--- src/rtl/disp_seq_pkg.sv ---
package disp_seq_pkg;

  localparam int REG_W          = 16;
  localparam int CTRL_ON_BIT    = 0;
  localparam int CTRL_START_BIT = 4;
  localparam int EVT_DONE_BIT   = 4;
  localparam int EVT_ERR_BIT    = 5;

  typedef enum logic [2:0] {
    PH_OFF,
    PH_UP_RUN,
    PH_UP_LOGIC,
    PH_UP_DRIVE,
    PH_ON,
    PH_DN_DRIVE,
    PH_DN_LOGIC,
    PH_DN_RUN
  } phase_e;

  typedef struct packed {
    logic [1:0] status;
    logic       run;
    logic       logic_en;
    logic       drive_en;
    logic       disp_en;
  } pwr_vec_t;

  // Output pattern held while in each phase
  function automatic pwr_vec_t phase_outputs(input phase_e p);
    pwr_vec_t v;
    case (p)
      PH_UP_RUN:   v = '{status: 2'b00, run: 1'b1, logic_en: 1'b0, drive_en: 1'b0, disp_en: 1'b0};
      PH_UP_LOGIC: v = '{status: 2'b01, run: 1'b1, logic_en: 1'b1, drive_en: 1'b0, disp_en: 1'b0};
      PH_UP_DRIVE: v = '{status: 2'b01, run: 1'b1, logic_en: 1'b1, drive_en: 1'b1, disp_en: 1'b0};
      PH_ON:       v = '{status: 2'b11, run: 1'b1, logic_en: 1'b1, drive_en: 1'b1, disp_en: 1'b1};
      PH_DN_DRIVE: v = '{status: 2'b11, run: 1'b1, logic_en: 1'b1, drive_en: 1'b1, disp_en: 1'b0};
      PH_DN_LOGIC: v = '{status: 2'b01, run: 1'b1, logic_en: 1'b1, drive_en: 1'b0, disp_en: 1'b0};
      PH_DN_RUN:   v = '{status: 2'b01, run: 1'b1, logic_en: 1'b0, drive_en: 1'b0, disp_en: 1'b0};
      default:     v = '0;
    endcase
    return v;
  endfunction

  function automatic logic phase_busy(input phase_e p);
    return (p != PH_OFF) && (p != PH_ON);
  endfunction

  function automatic phase_e phase_next(input phase_e p);
    case (p)
      PH_UP_RUN:   return PH_UP_LOGIC;
      PH_UP_LOGIC: return PH_UP_DRIVE;
      PH_UP_DRIVE: return PH_ON;
      PH_DN_DRIVE: return PH_DN_LOGIC;
      PH_DN_LOGIC: return PH_DN_RUN;
      PH_DN_RUN:   return PH_OFF;
      default:     return p;
    endcase
  endfunction

  // Width of a counter able to hold values up to max_val
  function automatic int cnt_width(input int max_val);
    return (max_val < 2) ? 1 : $clog2(max_val + 1);
  endfunction

endpackage

--- src/rtl/disp_step_timer.sv ---
module disp_step_timer #(
  parameter int CNT_W = 4
) (
  input  logic             clk,
  input  logic             rst_n,
  input  logic             restart,
  input  logic             active,
  input  logic [CNT_W-1:0] len,
  output logic             expire
);

  logic [CNT_W-1:0] cnt_q;

  always_ff @(posedge clk or negedge rst_n) begin
    if (!rst_n)       cnt_q <= '0;
    else if (restart) cnt_q <= '0;
    else if (active)  cnt_q <= cnt_q + 1'b1;
  end

  assign expire = active && (cnt_q == CNT_W'(len - 1'b1));

endmodule

--- src/rtl/disp_phase_fsm.sv ---
module disp_phase_fsm
  import disp_seq_pkg::*;
#(
  parameter int DLY_LOGIC = 16,
  parameter int DLY_DRIVE = 32,
  parameter int DLY_DISP  = 8
) (
  input  logic   clk,
  input  logic   rst_n,
  input  logic   start_trig,
  input  logic   stop_trig,
  output phase_e phase,
  output logic   step_go,
  output logic   done_pulse
);

  localparam int MAX_DLY = (DLY_LOGIC > DLY_DRIVE) ?
                           ((DLY_LOGIC > DLY_DISP) ? DLY_LOGIC : DLY_DISP) :
                           ((DLY_DRIVE > DLY_DISP) ? DLY_DRIVE : DLY_DISP);
  localparam int CNT_W   = cnt_width(MAX_DLY);

  phase_e           phase_q;
  phase_e           phase_d;
  logic             expire;
  logic [CNT_W-1:0] step_len;

  // Dwell time of each timed phase
  function automatic logic [CNT_W-1:0] phase_len(input phase_e p);
    case (p)
      PH_UP_RUN, PH_DN_RUN:     return CNT_W'(DLY_LOGIC);
      PH_UP_LOGIC, PH_DN_LOGIC: return CNT_W'(DLY_DRIVE);
      PH_UP_DRIVE, PH_DN_DRIVE: return CNT_W'(DLY_DISP);
      default:                  return '1;
    endcase
  endfunction

  assign step_len = phase_len(phase_q);

  disp_step_timer #(.CNT_W(CNT_W)) u_timer (
    .clk     (clk),
    .rst_n   (rst_n),
    .restart (step_go),
    .active  (phase_busy(phase_q)),
    .len     (step_len),
    .expire  (expire)
  );

  always_comb begin
    phase_d = phase_q;
    if (phase_q == PH_OFF && start_trig)  phase_d = PH_UP_RUN;
    else if (phase_q == PH_ON && stop_trig) phase_d = PH_DN_DRIVE;
    else if (expire)                      phase_d = phase_next(phase_q);
  end

  assign step_go    = (phase_d != phase_q);
  assign done_pulse = expire && (phase_q == PH_UP_DRIVE || phase_q == PH_DN_RUN);

  always_ff @(posedge clk or negedge rst_n) begin
    if (!rst_n) phase_q <= PH_OFF;
    else        phase_q <= phase_d;
  end

  assign phase = phase_q;

endmodule

--- src/rtl/disp_ctrl_regs.sv ---
module disp_ctrl_regs
  import disp_seq_pkg::*;
#(
  parameter int ADDR_W = 2
) (
  input  logic              clk,
  input  logic              rst_n,
  input  logic              bus_wr,
  input  logic [ADDR_W-1:0] bus_addr,
  input  logic [REG_W-1:0]  bus_wdata,
  output logic [REG_W-1:0]  bus_rdata,
  input  phase_e            phase,
  input  logic [1:0]        status,
  input  logic              done_pulse,
  output logic              on_q,
  output logic              start_q,
  output logic              err_q,
  output logic              done_q,
  output logic              start_trig,
  output logic              stop_trig,
  output logic              busy_wr
);

  localparam logic [ADDR_W-1:0] A_CTRL = ADDR_W'(0);
  localparam logic [ADDR_W-1:0] A_EVT  = ADDR_W'(1);

  logic ctrl_wr;
  logic evt_wr;
  logic wr_on;
  logic wr_start;
  logic busy;

  assign ctrl_wr  = bus_wr && (bus_addr == A_CTRL);
  assign evt_wr   = bus_wr && (bus_addr == A_EVT);
  assign wr_on    = bus_wdata[CTRL_ON_BIT];
  assign wr_start = bus_wdata[CTRL_START_BIT];
  assign busy     = phase_busy(phase);

  assign busy_wr    = ctrl_wr && busy;
  assign start_trig = ctrl_wr && !busy && (phase == PH_OFF) && !on_q && wr_on && wr_start;
  assign stop_trig  = ctrl_wr && !busy && (phase == PH_ON) && on_q && !wr_on;

  always_ff @(posedge clk or negedge rst_n) begin
    if (!rst_n) begin
      on_q    <= 1'b0;
      start_q <= 1'b0;
    end else begin
      start_q <= start_trig;
      if (start_trig)     on_q <= 1'b1;
      else if (stop_trig) on_q <= 1'b0;
    end
  end

  always_ff @(posedge clk or negedge rst_n) begin
    if (!rst_n) begin
      err_q  <= 1'b0;
      done_q <= 1'b0;
    end else begin
      if (busy_wr)                                    err_q <= 1'b1;
      else if (evt_wr && bus_wdata[EVT_ERR_BIT])      err_q <= 1'b0;
      if (done_pulse)                                 done_q <= 1'b1;
      else if (evt_wr && bus_wdata[EVT_DONE_BIT])     done_q <= 1'b0;
    end
  end

  always_comb begin
    bus_rdata = '0;
    if (bus_addr == A_CTRL) begin
      bus_rdata[CTRL_ON_BIT]    = on_q;
      bus_rdata[CTRL_START_BIT] = start_q;
    end else if (bus_addr == A_EVT) begin
      bus_rdata[1:0]          = status;
      bus_rdata[EVT_DONE_BIT] = done_q;
      bus_rdata[EVT_ERR_BIT]  = err_q;
    end
  end

endmodule

--- src/rtl/disp_pwr_seq.sv ---
module disp_pwr_seq
  import disp_seq_pkg::*;
#(
  parameter int ADDR_W    = 2,
  parameter int DLY_LOGIC = 16,
  parameter int DLY_DRIVE = 32,
  parameter int DLY_DISP  = 8
) (
  input  logic              clk,
  input  logic              rst_n,
  input  logic              bus_wr,
  input  logic [ADDR_W-1:0] bus_addr,
  input  logic [15:0]       bus_wdata,
  output logic [15:0]       bus_rdata,
  output logic              ctrl_run,
  output logic              pnl_logic_en,
  output logic              pnl_drive_en,
  output logic              pnl_disp_en,
  output logic [1:0]        seq_status,
  output logic              done_irq
);

  phase_e   phase;
  pwr_vec_t pv;
  logic     start_trig;
  logic     stop_trig;
  logic     step_go;
  logic     done_pulse;
  logic     on_q;
  logic     start_q;
  logic     err_q;
  logic     done_q;
  logic     busy_wr;

  disp_ctrl_regs #(.ADDR_W(ADDR_W)) u_regs (
    .clk        (clk),
    .rst_n      (rst_n),
    .bus_wr     (bus_wr),
    .bus_addr   (bus_addr),
    .bus_wdata  (bus_wdata),
    .bus_rdata  (bus_rdata),
    .phase      (phase),
    .status     (pv.status),
    .done_pulse (done_pulse),
    .on_q       (on_q),
    .start_q    (start_q),
    .err_q      (err_q),
    .done_q     (done_q),
    .start_trig (start_trig),
    .stop_trig  (stop_trig),
    .busy_wr    (busy_wr)
  );

  disp_phase_fsm #(
    .DLY_LOGIC (DLY_LOGIC),
    .DLY_DRIVE (DLY_DRIVE),
    .DLY_DISP  (DLY_DISP)
  ) u_fsm (
    .clk        (clk),
    .rst_n      (rst_n),
    .start_trig (start_trig),
    .stop_trig  (stop_trig),
    .phase      (phase),
    .step_go    (step_go),
    .done_pulse (done_pulse)
  );

  assign pv           = phase_outputs(phase);
  assign ctrl_run     = pv.run;
  assign pnl_logic_en = pv.logic_en;
  assign pnl_drive_en = pv.drive_en;
  assign pnl_disp_en  = pv.disp_en;
  assign seq_status   = pv.status;
  assign done_irq     = done_q;

endmodule

--- config.mk ---
export PLATFORM = sky130hd
export DESIGN_NAME = disp_pwr_seq
export DESIGN_NICKNAME = d
export VERILOG_FILES = /design/src/rtl/disp_seq_pkg.sv /design/src/rtl/disp_step_timer.sv /design/src/rtl/disp_phase_fsm.sv /design/src/rtl/disp_ctrl_regs.sv /design/src/rtl/disp_pwr_seq.sv
export SDC_FILE = /design/constraint.sdc
export NUM_CORES = 1
export LEC_CHECK = 0
export ABC_AREA = 1
export BUFFER_PORTS_ARGS = -buffer_cell sky130_fd_sc_hd__buf_2
export CORE_ASPECT_RATIO = 1.5
export CORE_UTILIZATION = 53
export CTS_BUF_LIST = sky130_fd_sc_hd__clkbuf_8
export DETAILED_ROUTE_END_ITERATION = 8
export GPL_TIMING_DRIVEN = 0
export MAX_ROUTING_LAYER = met4
export PLACE_DENSITY_LB_ADDON = 0.25
export SLEW_MARGIN = 20
export SYNTH_ARGS = -nofsm -noshare
export SYNTH_HDL_FRONTEND = slang
export SYNTH_SLANG_ARGS = --single-unit
--- constraint.sdc ---
create_clock -name clk -period 3.2 [get_ports clk]
set_clock_uncertainty 0.05 [all_clocks]
set_input_delay 0.16 -clock clk [delete_from_list [all_inputs] [get_ports clk]]
set_output_delay 0.16 -clock clk [all_outputs]
set_load 0.01 [all_outputs]
**Word level (Yosys, flattened, before mapping)**

Cells that the tools add are included.

- Output and inout port bits: 23
- Register bits: 13
- RAM bits: 0
- ROM bits: 0
- Bits in latches: 0
- Memories: 0
- Input bits: 21
- Logic and storage cells: 71

- Divide/modulo/power cells: 0
- $add $sub $neg: 2
- Reduce and logical (&&, ||, !) cells: 32
- $lt $le $gt $ge: 0
- Equal/unequal tests: 11
- Bitwise logic cells: 0
- $mul: 0
- Muxes and demuxes: 20
- Shift operators: 0

Operator list:

| cell | count |
|---|---|
| $pmux 6 s6 | 1 |
| $logic_and 1x1->1 | 18 |
| $pmux 3 s6 | 1 |
| $pmux 6 s3 | 1 |
| $eq 3x3->1 const B | 4 |
| $mux 6 | 2 |
| $mux 1 | 10 |
| $mux 3 | 3 |
| $reduce_bool 2->1 | 4 |
| $add 6x1->6 const B | 1 |
| $eq 3x2->1 const B | 2 |
| $eq 6x6->1 | 1 |
| $reduce_or 2->1 | 3 |
| $sub 6x1->6 const B | 1 |
| $mux 2 | 2 |
| $eq 3x1->1 const B | 1 |
| $logic_not 1->1 | 3 |
| $logic_not 3->1 | 1 |
| $ne 3x3->1 | 1 |
| $ne 3x3->1 const B | 1 |
| $reduce_bool 3->1 | 1 |
| $eq 2x1->1 const B | 1 |
| $logic_not 2->1 | 1 |
| $logic_or 1x1->1 | 1 |

**Logic depth before layout (Yosys ltp)**

Gate-level depths: netlist (run 1).

- Word-level depth: 12
- Mapped depth: 13
- Gate-level depth less buffers: 13

**Modules after synthesis**

Synthesis (run 1) repeated with hierarchy kept, for this count alone.

- Cell total of the unflattened synthesis: 185
- Area total of the unflattened synthesis: 1182.4 µm²

Modules (own cells, without submodules):

| module | instances | area an instance (µm²) | sequential area each (µm²) | cells each |
|---|---|---|---|---|
| disp_step_timer | 1 | 520.5 | 150.1 | 78 |
| disp_ctrl_regs | 1 | 381.6 | 100.1 | 60 |
| disp_phase_fsm | 1 | 227.7 | 75.1 | 35 |
| disp_pwr_seq | 1 | 52.6 | 0.0 | 12 |

**Worst setup path after synthesis (run 1)**

OpenSTA, ideal clock, no wires.

- Path kind: register -> register
- Start point: reg u_fsm.phase_q[0], in the netlist u_fsm.phase[0]
- End point: reg u_fsm.u_timer.cnt_q[0]
- Path buffers: 0
- Slack: 1.379 ns
- Arrival: 1.699 ns
- Period minus slack after synthesis: 1.821 ns
- Setup time: 0.073 ns
- Required time: 3.077 ns
- Cell stages (with the launch flop): 14
- Cells stage by stage: dfrtp_1 > inv_1 > ha_1 > inv_2 > nand2_2 > nand2_2 > nand2_1 > nor2_1 > nand3_1 > nand3_2 > nand2_1 > nand2_1 > nand3_2 > nor2_1

- Word-level cells in the longest chain between the ends: 12
- Elaborated cells between the ends (all ways): 36
- Those cells by class: 1 x add/sub; 10 x eq/ne; 6 x mux; 19 x reduce/logical

Ends and longest elaborated chain:

| element | RTL line | RTL |
|---|---|---|
| start, declared | disp_phase_fsm.sv:22 | `phase_e phase_q;` |
| start signal, assigned | disp_phase_fsm.sv:60 | `else phase_q <= phase_d;` |
| parallel branches: the longest is 9 deep, another holds $sub 6x1->6 | - |  |
| $mux 3 * | disp_phase_fsm.sv:50 | `if (phase_q == PH_OFF && start_trig) phase_d = PH_UP_RUN;` |
| net u_fsm.phase_d[0] | disp_phase_fsm.sv:23 | `phase_e phase_d;` |
| $ne 3x3->1 * | disp_phase_fsm.sv:55 | `assign step_go = (phase_d != phase_q);` |
| $mux 6 / $reduce_bool 2->1 (equally long branches) | - |  |
| end signal, assigned | disp_step_timer.sv:17 | `else if (active) cnt_q <= cnt_q + 1'b1;` |
| end, declared | disp_step_timer.sv:12 | `logic [CNT_W-1:0] cnt_q;` |

Mark *: on every way through the listed nets, which the timed path passes.
A chain may end at the register's enable or synchronous reset.

**Worst setup path after layout (run 1)**

- Start point: reg u_fsm.phase_q[1], in the netlist u_fsm.phase[1]
- End point: out pnl_logic_en

- Word-level cells in the longest chain between the ends: 3
- Elaborated cells between the ends (all ways): 9
- Those cells by class: 7 x eq/ne; 1 x mux; 1 x reduce/logical

Ends and longest elaborated chain:

| element | RTL line | RTL |
|---|---|---|
| $eq 3x2->1 / $eq 3x3->1 (equally long branches) | disp_seq_pkg.sv:31 | `case (p)` |
| $reduce_or 2->1 (no source line) | - |  |
| $pmux 6 s6 * | disp_seq_pkg.sv:31 |  |
| end, declared | disp_pwr_seq.sv:16 | `output logic pnl_logic_en,` |

Mark *: on every way between the ends. The rest lies on a longest branch, timed or not.

==> summary.md, run 1 <==
| Metric | Value |
|---|---|
| Post-synth ARST share | `100%` |
| Worst-path clk slew | `60 ps` |
| Hold WC Path Type | `input port to register` |
| Max Cap Viol | `0` |
| Worst setup path category | `register to primary output` |
| All-Layer GR Usage | `23.3%` |
| Static Leak | `0.000728 uW` |
| PwrDens | `280 nW/um^2` |
| Row count | `19` |
| Peak Freq | `0.416 GHz` |
| CTS sink count | `13` |
| Post-layout min period | `2400 ps` |
| Global-route wire length before repair | `3570 um` |
| Drt pass-1 iters | `4` |
| #FFs+latches synth | `13` |
| Synth area leader | `dfrtp_1` |
| Resized Gates After CTS | `0` |
| Final Setup Violations | `0` |
| Post-synth cell types | `24` |
| Clock Latency Late Sink | `250 ps` |
| Drt via density | `4.76` |
| Synth Warn # | `0` |
| Layout cells sized above 1 | `26.1%` |
| Initial Util | `57.1%` |
| DRC violations left | `0` |
| Gpl congestion | `0.844` |
| Die Y | `56.7 um` |
| Fillcell total | `177` |
| Antenna violations before repair | `0` |
| WL/cell | `10.7 um` |
| # port buffers | `18` |
| Vias | `956` |
| Most common cell in the netlist | `nand2_1` |
| Top cells by area, synth | `dfrtp_1 31%, nand2_1 11%, ha_1 9.5%, buf_4 8.5%, inv_1 7.8%` |
| Cells after synthesis | `146` |
| Final core occ | `68.6%` |
| CTS H-tree lvls | `1` |
| Clk root buf | `clkbuf_8` |
| Crit end category | `primary output` |
| Crit path max fanout | `7` |
| Worst EP required | `2990 ps` |
| Most instantiated cells after synthesis | `31 x nand2_1, 22 x inv_1, 16 x nor2_1` |
| Largest net degree at the start of global routing | `14` |
| Final nets | `210` |
| Dominant synthesized flop cell | `dfrtp_1` |
| Maximum root-to-sink buffer count | `2` |
| Worst VDD drop | `0.242 mV` |
| Crit start category | `register` |
| CTS Buf Count | `3` |
| Num ports | `44` |
| Total grt overflow | `0` |
| Final period util | `75.1%` |
| Die area | `2180 sq um` |
| Die span in x | `38.5 um` |
| Post-route ant nets | `0` |
| Number of global-route vias before repair | `909` |
| Top-area cell type share of the netlist area | `30.7%` |
| Register area share after synthesis | `30.7%` |
| Unrepaired setup endpoints after global routing | `no` |
| Worst Path Arrival | `2190 ps` |
| DRT iter0 DRCs | `9` |
| CTS tree | `done` |
| Slew Limit Fails | `0` |
| Netlist Area Pre-Place | `1060 sq um` |
| Setup_tns | `0 ps` |
| Run status | `complete, no violations` |
| Final hold vios | `0` |
| Avg Inst Size Synth | `7.25 sq um` |
| Area grow syn2layout | `20.1%` |
| Hold slack | `229 ps` |
| EDFF count, synth | `0` |
| Hpwl dp | `1780 um` |
| Final WL | `2150 um` |
| Area of the core | `1850 sq um` |
| # diodes | `0` |
registers in the layout, indices dropped and copies added (netlist names):
name                 flops
u_regs.err_q             1
u_regs.done_q            1
u_regs.on_q              1
u_fsm.u_timer.cnt_q      6
u_fsm.phase              3
u_regs.start_q           1
layout by cell type (no fill, tap or decap), types with 4 or more instances in the layout:
cell type	n
ha_1	8
nand2_2	5
xor2_1	4
nand3_1	8
inv_1	23
dfrtp_1	13
conb_1	12
buf_2	18
buf_4	12
nor2_1	16
o21ai_0	5
nand2_1	31
path summary, 6_finish.rpt:
| check | to | startpoint | slack (ps) | cells past startpoint |
|---|---|---|---|---|
| hold reg to reg | u_regs.on_q$_DFFE_PN0P_ | u_regs.on_q$_DFFE_PN0P_ | 460 | 2 |
| setup / recovery | pnl_logic_en | u_fsm.phase[1]$_DFF_PN0_ | 800 | 9 |
| min in group asynchronous | u_fsm.phase[2]$_DFF_PN0_ | rst_n | 280 | 2 |
| max in group asynchronous | u_fsm.u_timer.cnt_q[0]$_DFFE_PN0P_ | rst_n | 2580 | 2 |
| hold / removal | u_regs.start_q$_DFF_PN0_ | bus_wdata[0] | 230 | 5 |
| setup reg to reg | u_fsm.u_timer.cnt_q[1]$_DFFE_PN0P_ | u_fsm.phase[1]$_DFF_PN0_ | 1000 | 13 |
routing by layer:
layer / up-vias / part of all wire [%] / global-route usage, %
li1: 496 / - / -
met2: 16 / 58 / 42.6
met5: - / 0 / -
met4: 0 / 1.8 / 9.85
met1: 439 / 37 / 22.4
met3: 5 / 2.5 / 3.56
area by class of cell:
class                   instances  area, sq um  area share (%)
plain buffers                  12         90.1            7.09
clock buffers                   3         41.3            3.25
clock inverters                 1         3.75           0.295
inverters                      25         93.8            7.38
multi-input cells             107          591            46.5
flip-flops and latches         13          325            25.6
well taps                      21         26.3            2.07
repair buffers                 19          100            7.87
stage by stage:
step / total power [uW] / cell area (sq um) / instances / setup slack (ps)
final: 356 / 1270 / 201 / 795
after global routing: 370 / 1270 / 201 / 591
after CTS: 358 / 1270 / 201 / 747
after detailed placement: 210 / 1220 / 196 / 1010
after global placement: 209 / 1220 / 196 / 1090
after floorplan: 198 / 1100 / 157 / 1380
critical path: stages (launching register included):
cell     delay [ps]
dfrtp_1         480
inv_1           170
ha_1            320
nand2_1         140
nand2_1         100
nor3_1          320
nand2_1         120
o21ai_0         110
inv_1            60
buf_2           130
report_power, final:
group	total, uW	internal (uW)	switching [uW]
clock network	147	84.9	61.9
logic	40.6	18.4	22.2
registers	168	167	0.856
total	356	271	85.0
repair_timing:
item                                   in CTS  in global routing
buffers inserted                            0                  0
endpoints found under the hold margin      13                  0
hold buffers                                1                  0
kinds of logic (layout without fill, tap and decap cells):
| logic type | after synthesis | in the layout | synth area share, % |
|---|---|---|---|
| buf+inv | 37 | 60 | 17.4 |
| flops | 13 | 13 | 30.7 |
| mux | 1 | 1 | 0.946 |
| compound gates | 10 | 10 | 5.55 |
| xor+xnor | 4 | 4 | 3.31 |
| other cells | 1 | 12 | 0.354 |
| fa+ha+maj | 8 | 8 | 9.46 |
| simple gates | 72 | 72 | 32.3 |
No activity file was read; power rests on OpenSTA's default activity.
==> run 2, diff against run 1 <==
--- a/config.mk
+++ b/config.mk
@@ -5,10 +5,10 @@
 export SDC_FILE = /design/constraint.sdc
 export NUM_CORES = 1
 export LEC_CHECK = 0
-export ABC_AREA = 1
+export ABC_AREA = 0
 export BUFFER_PORTS_ARGS = -buffer_cell sky130_fd_sc_hd__buf_2
 export CORE_ASPECT_RATIO = 1.5
-export CORE_UTILIZATION = 53
+export CORE_UTILIZATION = 46
 export CTS_BUF_LIST = sky130_fd_sc_hd__clkbuf_8
 export DETAILED_ROUTE_END_ITERATION = 8
 export GPL_TIMING_DRIVEN = 0
==> constraint.sdc (replaced) <==
create_clock -name clk -period 2.2 [get_ports clk]
set_clock_uncertainty 0.05 [all_clocks]
set_input_delay 0.11 -clock clk [delete_from_list [all_inputs] [get_ports clk]]
set_output_delay 0.11 -clock clk [all_outputs]
set_load 0.01 [all_outputs]
==> run 2 against run 1 <==
Effect of this change:
- hold slack got worse by 100 ps
- largest power group is now combinational cells
- synthesized area increased by 8.6%
- final area increased by 12%
- register-to-register slack got worse by 890 ps
- sequential share of layout area decreased by 2.6 points
==> summary.md, run 2 <==
| Metric | Value |
|---|---|
| CTS Buf Count | `3` |
| # port buffers | `17` |
| Post-synth ARST share | `100%` |
| EDFF count, synth | `0` |
| Peak Freq | `0.477 GHz` |
| Post-synth cell types | `47` |
| PwrDens | `935 nW/um^2` |
| Hold Crit Start | `bus_wdata[5]` |
| Initial Util | `50.3%` |
| Avg Inst Size Synth | `9.66 sq um` |
| Final hold vios | `0` |
| Hold WC Path Type | `input port to register` |
| Total grt overflow | `0` |
| Crit start category | `register` |
| Most instantiated cells after synthesis | `13 x dfrtp_1, 12 x buf_4, 8 x ha_1, 8 x nor2_1, 7 x o21ai_0` |
| Area of the core | `2290 sq um` |
| Num ports | `44` |
| DRC violations left | `0` |
| Setup_tns | `0 ps` |
| Static Leak | `0.000681 uW` |
| Worst-path clk slew | `50 ps` |
| Max FFs per register | `6` |
| Layout cells sized above 1 | `33.8%` |
| Top-area cell type share of the netlist area | `28.3%` |
| Crit end category | `primary output` |
| CTS tree | `done` |
| Commonest non-fill, non-tap cells in the layout | `18 x buf_2, 17 x buf_4, 12 x conb_1` |
| Worst setup margin | `105 ps` |
| Top sig layer | `met4` |
| Gpl congestion | `0.918` |
| #FFs+latches synth | `13` |
| Number of global-route vias before repair | `904` |
| Most common cell in the netlist | `dfrtp_1` |
| Hold path cells | `4` |
| Drt pass-1 iters | `4` |
| Vias | `964` |
| Synth Area in Simple Gates | `24.7%` |
| Netlist Area Pre-Place | `1150 sq um` |
| Clock Latency Late Sink | `250 ps` |
| Mux share of post-synthesis cell area | `3.70%` |
| Largest net degree at the start of global routing | `14` |
| Xor/xnor cell area share of the yosys netlist | `6.96%` |
| Final period util | `95.2%` |
| Synth Warn # | `0` |
| Worst EP required | `2040 ps` |
| Worst flop-to-flop path endpoint | `u_fsm.u_timer.cnt_q[4]$_DFFE_PN0P_` |
| Area grow syn2layout | `24.0%` |
| Pre-CTS setup slack | `-206 ps` |
| Worst setup path category | `register to primary output` |
| Register area share after synthesis | `28.3%` |
| Critical Path, Cell by Cell | `inv_1 -> ha_1 -> buf_6 -> and2_1 -> or4_1 -> a21boi_0 -> buf_2` |
| Post-layout min period | `2100 ps` |
| Reg2Reg Depth | `8` |
| Worst VDD drop | `0.735 mV` |
| Dominant synthesized flop cell | `dfrtp_1` |
| Hpwl dp | `1830 um` |
| Worst stage delay on the critical path | `430 ps` |
| Synth area leader | `dfrtp_1` |
| Die area | `2710 sq um` |
| Die span in x | `42.8 um` |
| CP max-delay cell | `dfrtp_2` |
| WL/cell | `13.6 um` |
| Max Cap Viol | `0` |
| Maximum root-to-sink buffer count | `2` |
| Detail Route met3 WL | `92 um` |
| Final nets | `187` |
| CP delay by family, top | `simple AND/OR/NAND/NOR gates` |
| Top cells by area, synth | `dfrtp_1 28%, ha_1 8.7%, buf_4 7.8%, o21ai_0 3.0%, xnor2_1 3.0%` |
| Global-route wire length before repair | `3910 um` |
| Worst Hold Path EP | `u_regs.err_q$_DFFE_PN0P_` |
| Run status | `complete, no violations` |
| Fillcell total | `205` |
| Antenna violations before repair | `0` |
| Final Setup Violations | `0` |
| Crit path max fanout | `9` |
| Final WL | `2460 um` |
| Reg-to-Reg Start | `u_fsm.phase[1]$_DFF_PN0_` |
| CTS sink count | `13` |
| Commonest non-fill, non-tap cell in the layout | `buf_2` |
| Worst Path Arrival | `1940 ps` |
| Main combinational cell family by area after synthesis | `simple AND/OR/NAND/NOR gates` |
| Met2 routed WL | `1360 um` |
| Die Y | `63.2 um` |
| # diodes | `0` |
| DRT iter0 DRCs | `24` |
| CTS H-tree lvls | `1` |
| Slew Limit Fails | `0` |
| Post-route ant nets | `0` |
| Reg2Reg Setup Slack | `110 ps` |
| Crit path buf inv count | `3` |
| Largest register by flop count | `u_fsm.u_timer.cnt_q` |
| Row count | `21` |
| Cells after synthesis | `119` |
| Compound-cell area share of the yosys netlist | `15.0%` |
| Met1 wire length | `944 um` |
| Drt via density | `5.36` |
| All-Layer GR Usage | `19.6%` |
| Clk root buf | `clkbuf_8` |
| Adder-Cell Fraction of Synth Area | `8.71%` |
[run 2: cells by family after synthesis]
family	Yosys count
adder cells (fa/ha/maj)	8
multiplexers	3
other	1
flip-flops	13
AND/OR/NAND/NOR	45
AO/OA/AOI/OAI	21
buffers and inverters	21
XOR/XNOR	7
[run 2: worst register-to-register path, stage by stage (launching register included)]
cell and delay, ps:
dfrtp_2 430, inv_1 110, ha_1 200, buf_6 140, and4b_1 230, clkbuf_4 180
nand3_4 120, o32ai_4 390, nor4_1 120
[run 2: per-layer routing]
layer	track usage (%)	up-vias
met4	8.20	0
met1	20.9	452
met5	-	-
met3	2.58	7
li1	-	482
met2	35.0	23
[run 2: how the worst max path moves through the flow]
stage | depth (start not counted) | end | from
4_1_cts | 8 | u_fsm.u_timer.cnt_q[4]$_DFFE_PN0P_ | u_fsm.phase[0]$_DFF_PN0_
2_1_floorplan | 8 | u_fsm.u_timer.cnt_q[1]$_DFFE_PN0P_ | u_fsm.phase[1]$_DFF_PN0_
3_3_place_gp | 8 | u_fsm.u_timer.cnt_q[4]$_DFFE_PN0P_ | u_fsm.phase[1]$_DFF_PN0_
3_5_place_dp | 8 | u_fsm.u_timer.cnt_q[1]$_DFFE_PN0P_ | u_fsm.phase[1]$_DFF_PN0_
5_1_grt | 8 | u_fsm.u_timer.cnt_q[3]$_DFFE_PN0P_ | u_fsm.phase[0]$_DFF_PN0_
6_report | 7 | pnl_logic_en | u_fsm.phase[1]$_DFF_PN0_
[run 2: repair_timing]
| action | 4_1_cts | 5_1_grt |
|---|---|---|
| gates resized for setup | 3 | 4 |
| setup buffers | 0 | 5 |
| endpoints found under the setup margin | 7 | 8 |
| pin swaps | 2 | 2 |
| hold buffers | 1 | 0 |
| endpoints found under the hold margin | 13 | 0 |
[run 2: layout make-up]
type | instances | area (sq um) | area share, %
Multi-Input combinational cell | 96 | 748 | 52.5
Sequential cell | 13 | 328 | 23.0
Timing Repair Buffer | 23 | 133 | 9.30
Buffer | 17 | 129 | 9.04
Clock buffer | 3 | 41.3 | 2.89
Tap cell | 23 | 28.8 | 2.02
Inverter | 4 | 15.0 | 1.05
Clock inverter | 1 | 3.75 | 0.263
[run 2: power breakdown]
group	leakage, uW	total (uW)	switching (uW)	internal (uW)
Combinational	0.000493	732	399	333
Sequential	0.000161	385	70.6	314
Clock	0.0000269	217	93.3	124
Total	0.000681	1330	563	771
[run 2: stage by stage]
| step | hold slack (ps) | instance area [sq um] | utilization (%) | cells | total power (uW) |
|---|---|---|---|---|---|
| after floorplan | -236 | 1190 | - | 130 | 883 |
| after detailed placement | -35.7 | 1310 | 57.1 | 170 | 1030 |
| after global routing | 168 | 1430 | 62.4 | 180 | 1430 |
| after CTS | 136 | 1370 | 60.0 | 175 | 1270 |
| final | 127 | 1430 | 62.4 | 180 | 1330 |
| after global placement | -37.4 | 1310 | 57.1 | 170 | 1010 |
